==> config.mk <==
export PLATFORM = sky130hd
export DESIGN_NAME = irq_pin_frontend
export DESIGN_NICKNAME = d
export VERILOG_FILES = /design/src/rtl/irqfe_pkg.sv /design/src/rtl/irqfe_sync.sv /design/src/rtl/irqfe_boot_latch.sv /design/src/rtl/irqfe_line.sv /design/src/rtl/irq_pin_frontend.sv
export SDC_FILE = /design/constraint.sdc
export NUM_CORES = 1
export LEC_CHECK = 0
export BUFFER_PORTS_ARGS = -buffer_cell sky130_fd_sc_hd__buf_2
export CORE_ASPECT_RATIO = 1.1
export CORE_UTILIZATION = 45
export DETAILED_ROUTE_END_ITERATION = 7
export GPL_TIMING_DRIVEN = 1
export PLACE_DENSITY = 0.8
export SETUP_SLACK_MARGIN = 0.4
export SYNTH_ARGS = -nofsm -noshare
export SYNTH_HDL_FRONTEND = slang
export SYNTH_HIERARCHICAL = 1
export SYNTH_SLANG_ARGS = --single-unit
==> constraint.sdc <==
create_clock -name clk -period 1.6 [get_ports clk]
set_input_delay 0.08 -clock clk [delete_from_list [all_inputs] [get_ports clk]]
set_output_delay 0.08 -clock clk [all_outputs]
set_load 0.1 [all_outputs]
==> src/rtl/irqfe_pkg.sv <==
package irqfe_pkg;

  // falling transition between two consecutive synchronized samples
  function automatic logic fell(input logic prev_s, input logic cur_s);
    return prev_s & ~cur_s;
  endfunction

  // sticky flag update: a new event wins over an acknowledge
  function automatic logic next_flag(input logic flag, input logic clr, input logic set);
    return set | (flag & ~clr);
  endfunction

  // request seen by the core before masking
  function automatic logic line_active(input logic edge_mode, input logic flag,
                                       input logic pin_s);
    return edge_mode ? flag : ~pin_s;
  endfunction

endpackage

==> src/rtl/irqfe_sync.sv <==
module irqfe_sync #(
  parameter int unsigned W      = 5,
  parameter int unsigned STAGES = 2
) (
  input  logic         clk,
  input  logic [W-1:0] d,
  output logic [W-1:0] q
);
  logic [W-1:0] stg [STAGES];

  always_ff @(posedge clk) begin
    stg[0] <= d;
    for (int k = 1; k < STAGES; k++) stg[k] <= stg[k-1];
  end

  assign q = stg[STAGES-1];
endmodule

==> src/rtl/irqfe_boot_latch.sv <==
module irqfe_boot_latch #(
  parameter int unsigned MODE_W = 4
) (
  input  logic              clk,
  input  logic              rst_n,
  input  logic [MODE_W-1:0] mode_s,
  input  logic              pll_s,
  output logic [MODE_W-1:0] mode_q,
  output logic              mode_vld,
  output logic              pll_q,
  output logic              run
);
  logic in_rst;

  always_ff @(posedge clk) begin
    if (!rst_n) begin
      in_rst   <= 1'b1;
      mode_q   <= '0;
      mode_vld <= 1'b0;
      pll_q    <= 1'b0;
    end else if (in_rst) begin
      in_rst   <= 1'b0;
      mode_q   <= mode_s;
      mode_vld <= 1'b1;
      pll_q    <= pll_s;
    end
  end

  assign run = ~in_rst;
endmodule

==> src/rtl/irqfe_line.sv <==
module irqfe_line
  import irqfe_pkg::*;
(
  input  logic clk,
  input  logic rst_n,
  input  logic run,
  input  logic pin_s,
  input  logic edge_mode,
  input  logic clr,
  output logic active,
  output logic flag,
  output logic fall_ev
);
  logic prev_s;

  always_ff @(posedge clk) prev_s <= pin_s;

  assign fall_ev = run & edge_mode & fell(prev_s, pin_s);

  always_ff @(posedge clk) begin
    if (!rst_n || !run) flag <= 1'b0;
    else                flag <= next_flag(flag, clr, fall_ev);
  end

  assign active = run & line_active(edge_mode, flag, pin_s);
endmodule

==> src/rtl/irq_pin_frontend.sv <==
module irq_pin_frontend
  import irqfe_pkg::*;
#(
  parameter int unsigned LINES       = 4,
  parameter int unsigned SYNC_STAGES = 2
) (
  input  logic             clk,
  input  logic             rst_n,
  input  logic [LINES-1:0] pin_req_n,
  input  logic             pin_nmi_n,
  input  logic [LINES-1:0] cfg_edge,
  input  logic [LINES-1:0] cfg_mask,
  input  logic [LINES-1:0] ack,
  input  logic             nmi_ack,
  output logic [LINES-1:0] boot_mode,
  output logic             boot_mode_vld,
  output logic             pll_en_boot,
  output logic [LINES-1:0] pend,
  output logic             nmi_pend,
  output logic             wake_stop,
  output logic             wake_wait
);
  localparam int unsigned PW = LINES + 1;

  logic [PW-1:0]    pins_s;
  logic [LINES-1:0] req_s;
  logic             nmi_s;
  logic             run;
  logic [LINES-1:0] active;
  logic [LINES-1:0] edge_flag;
  logic [LINES-1:0] fall_ev;
  logic             nmi_active;
  logic             nmi_flag;
  logic             nmi_fall;

  irqfe_sync #(.W(PW), .STAGES(SYNC_STAGES)) u_sync (
    .clk (clk),
    .d   ({pin_nmi_n, pin_req_n}),
    .q   (pins_s)
  );

  assign req_s = pins_s[LINES-1:0];
  assign nmi_s = pins_s[LINES];

  irqfe_boot_latch #(.MODE_W(LINES)) u_boot (
    .clk      (clk),
    .rst_n    (rst_n),
    .mode_s   (req_s),
    .pll_s    (nmi_s),
    .mode_q   (boot_mode),
    .mode_vld (boot_mode_vld),
    .pll_q    (pll_en_boot),
    .run      (run)
  );

  for (genvar i = 0; i < LINES; i++) begin : g_line
    irqfe_line u_line (
      .clk       (clk),
      .rst_n     (rst_n),
      .run       (run),
      .pin_s     (req_s[i]),
      .edge_mode (cfg_edge[i]),
      .clr       (ack[i]),
      .active    (active[i]),
      .flag      (edge_flag[i]),
      .fall_ev   (fall_ev[i])
    );
  end

  irqfe_line u_nmi (
    .clk       (clk),
    .rst_n     (rst_n),
    .run       (run),
    .pin_s     (nmi_s),
    .edge_mode (1'b1),
    .clr       (nmi_ack),
    .active    (nmi_active),
    .flag      (nmi_flag),
    .fall_ev   (nmi_fall)
  );

  assign pend      = active & ~cfg_mask;
  assign nmi_pend  = nmi_active;
  assign wake_wait = |active;
  assign wake_stop = active[0];
endmodule

==> results by group, run 1 <==
Finish
  • # fillers: 146
  • Share of cells above drive strength 1: 0.553
  • Antenna diode count: 0
  • Nets: 153
  • Storage cell area: 553 µm²
  • Multi-input logic area: 417 µm²
  • Core Util, Final: 0.735
  • Layout area overhead: 55.2%

Clock tree
  • Cts bufs inserted: 3
  • Max clock buf depth: 2
  • CTS tree: done
  • CTS Root Cell: clkbuf_4
  • CTS sink count: 27
  • CTS clk-pin slew, worst paths: 0.13 ns
  • Worst skew pair latency: 0.31 ns
  • CTS H-tree depth: 1

Synthesis
  • Primary FF master, synth: dfxtp_1
  • Avg Inst Size Synth: 11.4 µm²
  • Most common cell in the netlist: dfxtp_1
  • Asr flop ratio synth: 0
  • Adder-cell share of the synthesized area: 0
  • Post-synth EDFFs: 0
  • Distinct cells, synth: 14
  • Synth Warn #: 6
  • Cells after synthesis: 83
  • Cell area after technology mapping: 947 µm²
  • Largest family of logic cells by synthesized area: simple AND/OR/NAND/NOR gates
  • Synth Area in XOR/XNOR: 0
  • Seq/Total Area, Yosys: 0.571
  • Post-synthesis mux area share: 0.0528
  • Synth top area share: 0.571
  • Top cells by count, synth: 27 x dfxtp_1, 9 x nor2b_1, 7 x nor2_1
  • Post-Synth Simple-Gate Area: 0.201
  • Seq cells post-synth: 27
  • Area fraction in compound gates after synthesis: 0.112
  • Synth area leaders: dfxtp_1 57%, a21boi_2 5.9%, nor2b_1 5.9%, and4b_1 5.3%, mux2i_1 5.3%
  • Leading area contributor after synthesis: dfxtp_1

GRT
  • GRT Overall Usage: 0.205
  • Vias in the first global route: 754
  • GR Overflow Total: 0
  • Largest net degree at the start of global routing: 15
  • First-pass GRT wire length: 3250 µm
  • Initial antenna violation count: 0

Drt
  • Starting DRT DRC Count: 7
  • Vias: 737
  • Vias per cell: 4.61
  • DRC: 0
  • Total Wirelength: 2040 µm
  • Final ANT Viol Nets: 0
  • DR WL/cell: 12.7 µm
  • DR pass1 iterations: 4

Critical path
  • CP Launch Type: flip-flop
  • Critical Path RT: 1.52 ns
  • Critical path class: reg2out
  • Slowest stage cell, crit path: or4_4
  • CP Data Arrival Time: 1.70 ns
  • CP max stage delay: 0.54 ns
  • Crit path max fanout: 5
  • Worst setup EP type: output port
  • CP cell instances: clkinvlp_4 > a21boi_2 > or4_4 > buf_12

STA
  • Final worst setup slack: -0.179 ns
  • Final Skew: 0.00182 ns
  • Final worst path period share: 1.11
  • Slew Limit Fails: 0
  • Minimum clock period: 1.78 ns
  • Final hold violations: 0
  • Final setup viols: 1
  • Unrepaired setup endpoints after global routing: true
  • Fmax: 562 MHz

Place
  • Buffers on Ports: 32
  • Hpwl dp: 1300 µm
  • Placer Congestion: 0.727

Power
  • P per Cell Area: 887 nW/µm²
  • Final Total Pwr: 1.30 mW
  • P_leak: 0.721 nW
  • Peak VDD IR: 0.000764 V

Floorplanning
  • Initial Util: 0.474
  • # rows: 17
  • Die Span Y: 50.1 µm
  • Core area: 2000 µm²
  • I/O pin count: 33
  • Die Footprint: 2290 µm²
  • Die width: 45.7 µm

Run status
  • Outcome: finished with violations
  • Failing checks: negative setup slack

Flow run
  • Maxcap violations: 0

Min path
  • Hold Path Class: in2reg
layer usage:
metal | GRT usage | vias up | wire length [µm]
met5 | 0 | - | 0
met4 | 0.103 | 0 | 31
met3 | 0.0330 | 4 | 84
met2 | 0.362 | 26 | 1150
met1 | 0.227 | 339 | 768
li1 | - | 368 | -
sequential cells by signal (all words and copies together), names as in the netlist:
signal and count:
u_nmi/prev_s 1, u_boot/in_rst 1, g_line.u_line/prev_s 4, u_sync/stg 10, u_nmi/flag 1, u_boot/mode_q 4
u_boot/mode_vld 1, u_boot/pll_q 1, g_line.u_line/flag 4
final timing paths:
check              startpoint                    end  slack (ns)  cells after the start
min reg2reg  u_sync/stg[0][2]       u_sync/stg[0][7]        0.34                      0
max             u_boot/in_rst              wake_wait       -0.18                      4
min                     rst_n  g_line[0].u_line/flag        0.05                      2
max reg2reg     u_boot/in_rst             u_nmi/flag        0.34                      5
area by class of cell:
type                    count  area share
clock buffers               4      0.0179
inverters                   2     0.00766
multi-input cells          50       0.283
flip-flops and latches     27       0.376
well taps                  28      0.0238
repair buffers             49       0.291
repair_timing:
action                                  CTS  global route
gates resized for setup                  11             6
hold buffers                              5             0
hold endpoints to repair                  5             0
pin swaps                                 3             3
setup buffers                             6             2
cloned                                    0             0
endpoints found under the setup margin   11            17
critical path: cells and delay by family (launching register included):
kind / cells / cell delay (ns)
simple gates: 1 / 0.54
flops: 1 / 0.37
compound gates: 1 / 0.17
buf+inv: 2 / 0.29
where the power goes:
part           internal [mW]  switching, mW
Sequential             0.707         0.0146
Combinational          0.119          0.185
Clock                 0.0975          0.180
Total                  0.924          0.380
metrics by stage:
| stage | cells | area [µm²] | setup slack (ns) | TNS, ns | hold slack, ns |
|---|---|---|---|---|---|
| floorplan | 85 | 1020 | -0.383 | -0.541 | 0.108 |
| global placement | 143 | 1290 | 0.0598 | 0 | 0.182 |
| detailed placement | 143 | 1290 | 0.0418 | 0 | 0.184 |
| CTS | 158 | 1440 | -0.183 | -0.183 | 0.0394 |
| global route | 160 | 1470 | -0.269 | -0.409 | 0.0230 |
| finish | 160 | 1470 | -0.179 | -0.179 | 0.0520 |
cell families (layout without fill, tap and decap cells):
group	count (synthesis)	in the layout
muxes	5	5
and+or+nand+nor	32	32
other	1	3
AOI/OAI and AO/OA	10	10
buffers and inverters	8	55
DFF	27	27
cells in the final DEF, fill, tap and decap left out, drive strengths merged, types with 3 or more instances in the layout:
cell type	n
mux2i	5
conb	3
buf	38
o211a	5
clkbuf	10
or2	5
nor2	7
dlygate4sd3	5
nor2b	9
a21boi	5
dfxtp	27
nand2	5
and4b	5
No activity file was read; power rests on OpenSTA's default activity.
==> run 2: changes to the inputs <==
==> constraint.sdc (replaced) <==
create_clock -name clk -period 1.6 [get_ports clk]
set_input_delay 0.08 -clock clk [delete_from_list [all_inputs] [get_ports clk]]
set_output_delay 0.08 -clock clk [all_outputs]
set_load 0.01 [all_outputs]
==> results by group, run 2 (synthesis results as in run 1) <==
Run status
  • Outcome: complete, no violations (was finished with violations)

Critical path
  • Crit path max fanout: 7 (was 5)
  • Critical path class: reg2out (unchanged)
  • Reg2Reg Depth: 7 (was 5)
  • CP max stage delay: 0.53 ns (was 0.54 ns)
  • CP cell instances: inv_4 > a21boi_4 > or4_4 > buf_6 (was clkinvlp_4 > a21boi_2 > or4_4 > buf_12)
  • Critical Path Start: u_boot/in_rst (unchanged)
  • CP Data Arrival Time: 1.52 ns (was 1.70 ns)
  • CP Launch Type: flip-flop (unchanged)
  • Worst setup EP type: output port (unchanged)
  • Critical Path RT: 1.52 ns (about the same)
  • Slowest stage cell, crit path: or4_4 (unchanged)
  • Worst flop-to-flop path startpoint: u_boot/in_rst (unchanged)

Flow run
  • Maxcap violations: 0 (unchanged)

Finish
  • Commonest non-fill, non-tap cell in the layout: buf_2 (unchanged)
  • Number of flip-flops in the largest register: 10 (unchanged)
  • Largest Register: u_sync/stg (unchanged)
  • # fillers: 169 (was 146)
  • Nets: 155 (was 153)
  • Antenna diode count: 0 (unchanged)
  • Most frequent cells in the layout: 27 x buf_2, 22 x dfxtp_1, 12 x buf_4 (was 19 x buf_2, 17 x dfxtp_1, 10 x buf_4, 10 x dfxtp_2, 9 x clkbuf_4)
  • Post-route cell area: 1390 µm² (was 1470 µm²)
  • Share of cells above drive strength 1: 0.522 (was 0.553)
  • Layout area overhead: 46.8% (was 55.2%)

STA
  • Minimum clock period: 1.60 ns (was 1.78 ns)
  • Final Skew: 0.00802 ns (was 0.00182 ns)
  • Slew Limit Fails: 0 (unchanged)
  • Final setup viols: 0 (was 1)
  • WHS: 0.0440 ns (was 0.0520 ns)
  • Unrepaired setup endpoints after global routing: true (unchanged)
  • Fmax: 626 MHz (was 562 MHz)
  • Final worst path period share: 0.998 (was 1.11)
  • Final hold violations: 0 (unchanged)

GRT
  • First-pass GRT wire length: 2990 µm (was 3250 µm)
  • Initial antenna violation count: 0 (unchanged)
  • GR Overflow Total: 0 (unchanged)
  • Largest net degree at the start of global routing: 16 (was 15)
  • GRT Overall Usage: 0.183 (was 0.205)
  • Vias in the first global route: 726 (was 754)

Drt
  • Total Wirelength: 1810 µm (was 2040 µm)
  • DR pass1 iterations: 2 (was 4)
  • Vias per cell: 4.42 (was 4.61)
  • Vias: 716 (was 737)
  • Starting DRT DRC Count: 1 (was 7)
  • DRC: 0 (unchanged)
  • Final ANT Viol Nets: 0 (unchanged)
  • DR WL/cell: 11.2 µm (was 12.7 µm)

Clock tree
  • CTS sink count: 27 (unchanged)
  • Max clock buf depth: 2 (unchanged)
  • CTS H-tree depth: 1 (unchanged)
  • CTS Root Cell: clkbuf_4 (unchanged)
  • CTS clk-pin slew, worst paths: 0.13 ns (about the same)
  • Worst skew pair latency: 0.31 ns (about the same)
  • Cts bufs inserted: 3 (unchanged)
  • CTS tree: done (unchanged)

Floorplanning
  • I/O pin count: 33 (unchanged)
  • Die Span Y: 50.1 µm (unchanged)
  • Die width: 45.7 µm (unchanged)
  • Initial Util: 0.474 (unchanged)
  • Core area: 2000 µm² (unchanged)
  • # rows: 17 (unchanged)
  • Die Footprint: 2290 µm² (unchanged)

Place
  • Placer Congestion: 0.653 (was 0.727)
  • Hpwl dp: 1160 µm (was 1300 µm)
  • Buffers on Ports: 32 (unchanged)
  • Cell Area, Placed: 1120 µm² (was 1290 µm²)

Min path
  • Hold path depth: 2 (unchanged)
  • Hold Path Class: in2reg (unchanged)
  • Worst min-delay path startpoint: rst_n (unchanged)

Power
  • Final Total Pwr: 1.15 mW (was 1.30 mW)
  • Peak VDD IR: 0.000571 V (was 0.000764 V)
  • P_leak: 0.722 nW (was 0.721 nW)
  • P per Cell Area: 830 nW/µm² (was 887 nW/µm²)
## run 2: what timing repair did
action                                  CTS  global route
hold buffers                              5             0
endpoints found under the setup margin    7            10
gates resized for setup                  19             6
pin swaps                                11             3
setup buffers                             9             3
hold endpoints to repair                  5             0
## run 2: report_power, final
part	switching (mW)	internal, mW	leakage [nW]
sequential	0.0136	0.706	0.225
combinational	0.0631	0.101	0.479
clock	0.177	0.0933	0.0177
## run 2: layer usage
metal,up-vias,track usage,part of all wire
li1,375,-,-
met1,317,0.206,0.41
met2,22,0.317,0.53
met3,2,0.0256,0.048
met4,0,0.0980,0.0094
met5,-,0,0
## run 2: worst max-delay path: cells and delay by family, from the launching register on
family | cells | cell delay (ns)
AO/OA/AOI/OAI | 1 | 0.13
buffers and inverters | 2 | 0.18
flip-flops | 1 | 0.37
AND/OR/NAND/NOR | 1 | 0.53
## run 2: final timing paths
kind | endpoint | slack (ns)
setup / recovery | wake_wait | 0.004
hold / removal | u_nmi/flag | 0.04
setup reg to reg | g_line[0].u_line/flag | 0.27
hold reg to reg | u_sync/stg[0][6] | 0.34
## run 2: cell type report
cell class / instances / area (µm²) / area share
clock inverters: 1 / 5.00 / 0.00360
multi-input cells: 50 / 417 / 0.300
clock buffers: 3 / 22.5 / 0.0162
inverters: 2 / 10.0 / 0.00720
well taps: 28 / 35.0 / 0.0252
flip-flops and latches: 27 / 547 / 0.393
repair buffers: 51 / 354 / 0.255
## run 2: metrics by stage
stage,setup TNS (ns),util,setup slack [ns],cells
2_1_floorplan,0,-,0.234,85
3_3_place_gp,0,0.561,0.279,141
3_5_place_dp,0,0.561,0.257,141
4_1_cts,-0.00897,0.666,-0.00897,159
5_1_grt,-0.0566,0.695,-0.0566,162
6_report,0,0.695,0.00375,162
==> run 3: changes to the inputs <==
--- a/config.mk
+++ b/config.mk
@@ -7,7 +7,9 @@
 export LEC_CHECK = 0
 export BUFFER_PORTS_ARGS = -buffer_cell sky130_fd_sc_hd__buf_2
 export CORE_ASPECT_RATIO = 1.1
+export CORE_MARGIN = 2
 export CORE_UTILIZATION = 45
+export CTS_CLUSTER_SIZE = 30
 export DETAILED_ROUTE_END_ITERATION = 7
 export GPL_TIMING_DRIVEN = 1
 export PLACE_DENSITY = 0.8
==> constraint.sdc (replaced) <==
create_clock -name clk -period 1.6 [get_ports clk]
set_input_delay 0 -clock clk [delete_from_list [all_inputs] [get_ports clk]]
set_output_delay 0 -clock clk [all_outputs]
set_load 0.01 [all_outputs]
==> results by group, run 3 (synthesis results as in run 1) <==
Run status
  • Outcome: complete, no violations (unchanged)

Finish
  • Core Util, Final: 0.653 (was 0.695)
  • Nets: 151 (was 155)
  • # fillers: 176 (was 169)
  • Number of flip-flops in the largest register: 10 (unchanged)
  • Commonest non-fill, non-tap cell in the layout: buf_2 (unchanged)
  • Antenna diode count: 0 (unchanged)
  • Largest Register: u_sync/stg (unchanged)
  • Fin cells: 158 (was 162)
  • Share of cells above drive strength 1: 0.485 (was 0.522)
  • Most frequent cells in the layout: 29 x buf_2, 22 x dfxtp_1, 9 x buf_4 (was 27 x buf_2, 22 x dfxtp_1, 12 x buf_4)
  • Layout area overhead: 37.9% (was 46.8%)
  • Post-route cell area: 1310 µm² (was 1390 µm²)

STA
  • Slew Limit Fails: 0 (unchanged)
  • Final Skew: 0.00194 ns (was 0.00802 ns)
  • Unrepaired setup endpoints after global routing: true (unchanged)
  • Post-Route Setup TNS: 0 ns (unchanged)
  • Final setup viols: 0 (unchanged)
  • Minimum clock period: 1.55 ns (was 1.60 ns)
  • Final worst path period share: 0.968 (was 0.998)
  • Final hold violations: 0 (unchanged)
  • Fmax: 645 MHz (was 626 MHz)

Place
  • Placed insts: 141 (unchanged)
  • Cell Area, Placed: 1120 µm² (about the same)
  • Buffers on Ports: 32 (unchanged)
  • Placer Congestion: 0.705 (was 0.653)
  • Hpwl dp: 1170 µm (was 1160 µm)

Critical path
  • CP Data Arrival Time: 1.55 ns (was 1.52 ns)
  • Critical path class: reg2out (unchanged)
  • Worst setup EP type: output port (unchanged)
  • Crit path max fanout: 7 (unchanged)
  • CP max stage delay: 0.53 ns (about the same)
  • Critical Path RT: 1.60 ns (was 1.52 ns)
  • CP Launch Type: flip-flop (unchanged)
  • CP cell instances: inv_4 > a21boi_2 > or4_4 > buf_6 (was inv_4 > a21boi_4 > or4_4 > buf_6)
  • Slowest stage cell, crit path: or4_4 (unchanged)

Power
  • Peak VDD IR: 0.000771 V (was 0.000571 V)
  • P_leak: 0.679 nW (was 0.722 nW)
  • P per Cell Area: 875 nW/µm² (was 830 nW/µm²)

Min path
  • Hold Path Class: in2reg (unchanged)

Drt
  • Final ANT Viol Nets: 0 (unchanged)
  • Vias: 725 (was 716)
  • Starting DRT DRC Count: 4 (was 1)
  • DR pass1 iterations: 3 (was 2)
  • Total Wirelength: 1750 µm (was 1810 µm)
  • DR WL/cell: 11.1 µm (was 11.2 µm)
  • Vias per cell: 4.59 (was 4.42)
  • DRC: 0 (unchanged)

GRT
  • Grt met2 use: 0.256 (was 0.317)
  • Initial antenna violation count: 0 (unchanged)
  • Largest net degree at the start of global routing: 15 (was 16)
  • GR peak layer: met2 (unchanged)
  • GR Overflow Total: 0 (unchanged)
  • Met1 Track Usage GR: 0.163 (was 0.206)
  • M3 GR Usage: 0.0243 (was 0.0256)
  • First-pass GRT wire length: 2590 µm (was 2990 µm)
  • Vias in the first global route: 670 (was 726)
  • GRT Overall Usage: 0.150 (was 0.183)

Floorplanning
  • Initial Util: 0.474 (unchanged)
  • Die Span Y: 52.1 µm (was 50.1 µm)
  • Die width: 47.7 µm (was 45.7 µm)
  • Core area: 2000 µm² (unchanged)
  • # rows: 17 (unchanged)
  • Die Footprint: 2490 µm² (was 2290 µm²)
  • I/O pin count: 33 (unchanged)

Clock tree
  • Worst skew pair latency: 0.31 ns (about the same)
  • Cts bufs inserted: 3 (unchanged)
  • CTS clk-pin slew, worst paths: 0.13 ns (about the same)
  • CTS H-tree depth: 1 (unchanged)
  • CTS tree: done (unchanged)
  • CTS sink count: 27 (unchanged)
  • CTS Root Cell: clkbuf_4 (unchanged)
  • Max clock buf depth: 2 (unchanged)

Flow run
  • Maxcap violations: 0 (unchanged)
==> run 3: layout make-up <==
type	count	area [µm²]	share of cell area
multi-input combinational	50	382	0.292
inverter	2	10.0	0.00766
tap	28	35.0	0.0268
clock buffer	4	26.3	0.0201
sequential	27	547	0.419
timing repair buffer	47	307	0.235
==> run 3: layer usage <==
layer,share of wire,routed length [µm]
met1,0.43,754
met3,0.064,112
met5,0,0
met4,0.022,39
met2,0.48,846
==> run 3: stage by stage <==
step                      hold slack (ns)  power, mW  worst slack (ns)
after floorplan                    0.0277      0.797             0.314
after global placement              0.102      0.837             0.358
after detailed placement            0.104      0.841             0.355
after CTS                        0.000537       1.15            0.0580
after global routing              0.00593       1.19          -0.00427
final                             0.00693       1.14            0.0505
==> run 3: worst max-delay path: cells and delay by family, from the launching register on <==
| family | cells | cell delay (ns) |
|---|---|---|
| buf+inv | 2 | 0.19 |
| compound gates | 1 | 0.15 |
| simple gates | 1 | 0.53 |
| flops | 1 | 0.37 |
==> run 3: repair_timing <==
item,4_1_cts,5_1_grt
pin swaps,4,0
endpoints found under the hold margin,10,0
cloned,0,0
gates resized for setup,15,1
buffers inserted,6,1
hold buffers,6,0
endpoints found under the setup margin,7,7
==> run 3: final timing paths <==
kind	startpoint	to	slack, ns	cells past startpoint
setup / recovery	u_boot/in_rst	wake_wait	0.05	4
hold / removal	ack[2]	g_line[2].u_line/flag	0.007	3
setup reg to reg	u_boot/in_rst	g_line[3].u_line/flag	0.54	4
hold reg to reg	u_sync/stg[0][3]	u_sync/stg[0][8]	0.34	0
==> run 3: where the power goes <==
group | internal (mW) | switching, mW
clock network | 0.0976 | 0.180
registers | 0.706 | 0.0131
logic | 0.0878 | 0.0588
total | 0.891 | 0.252
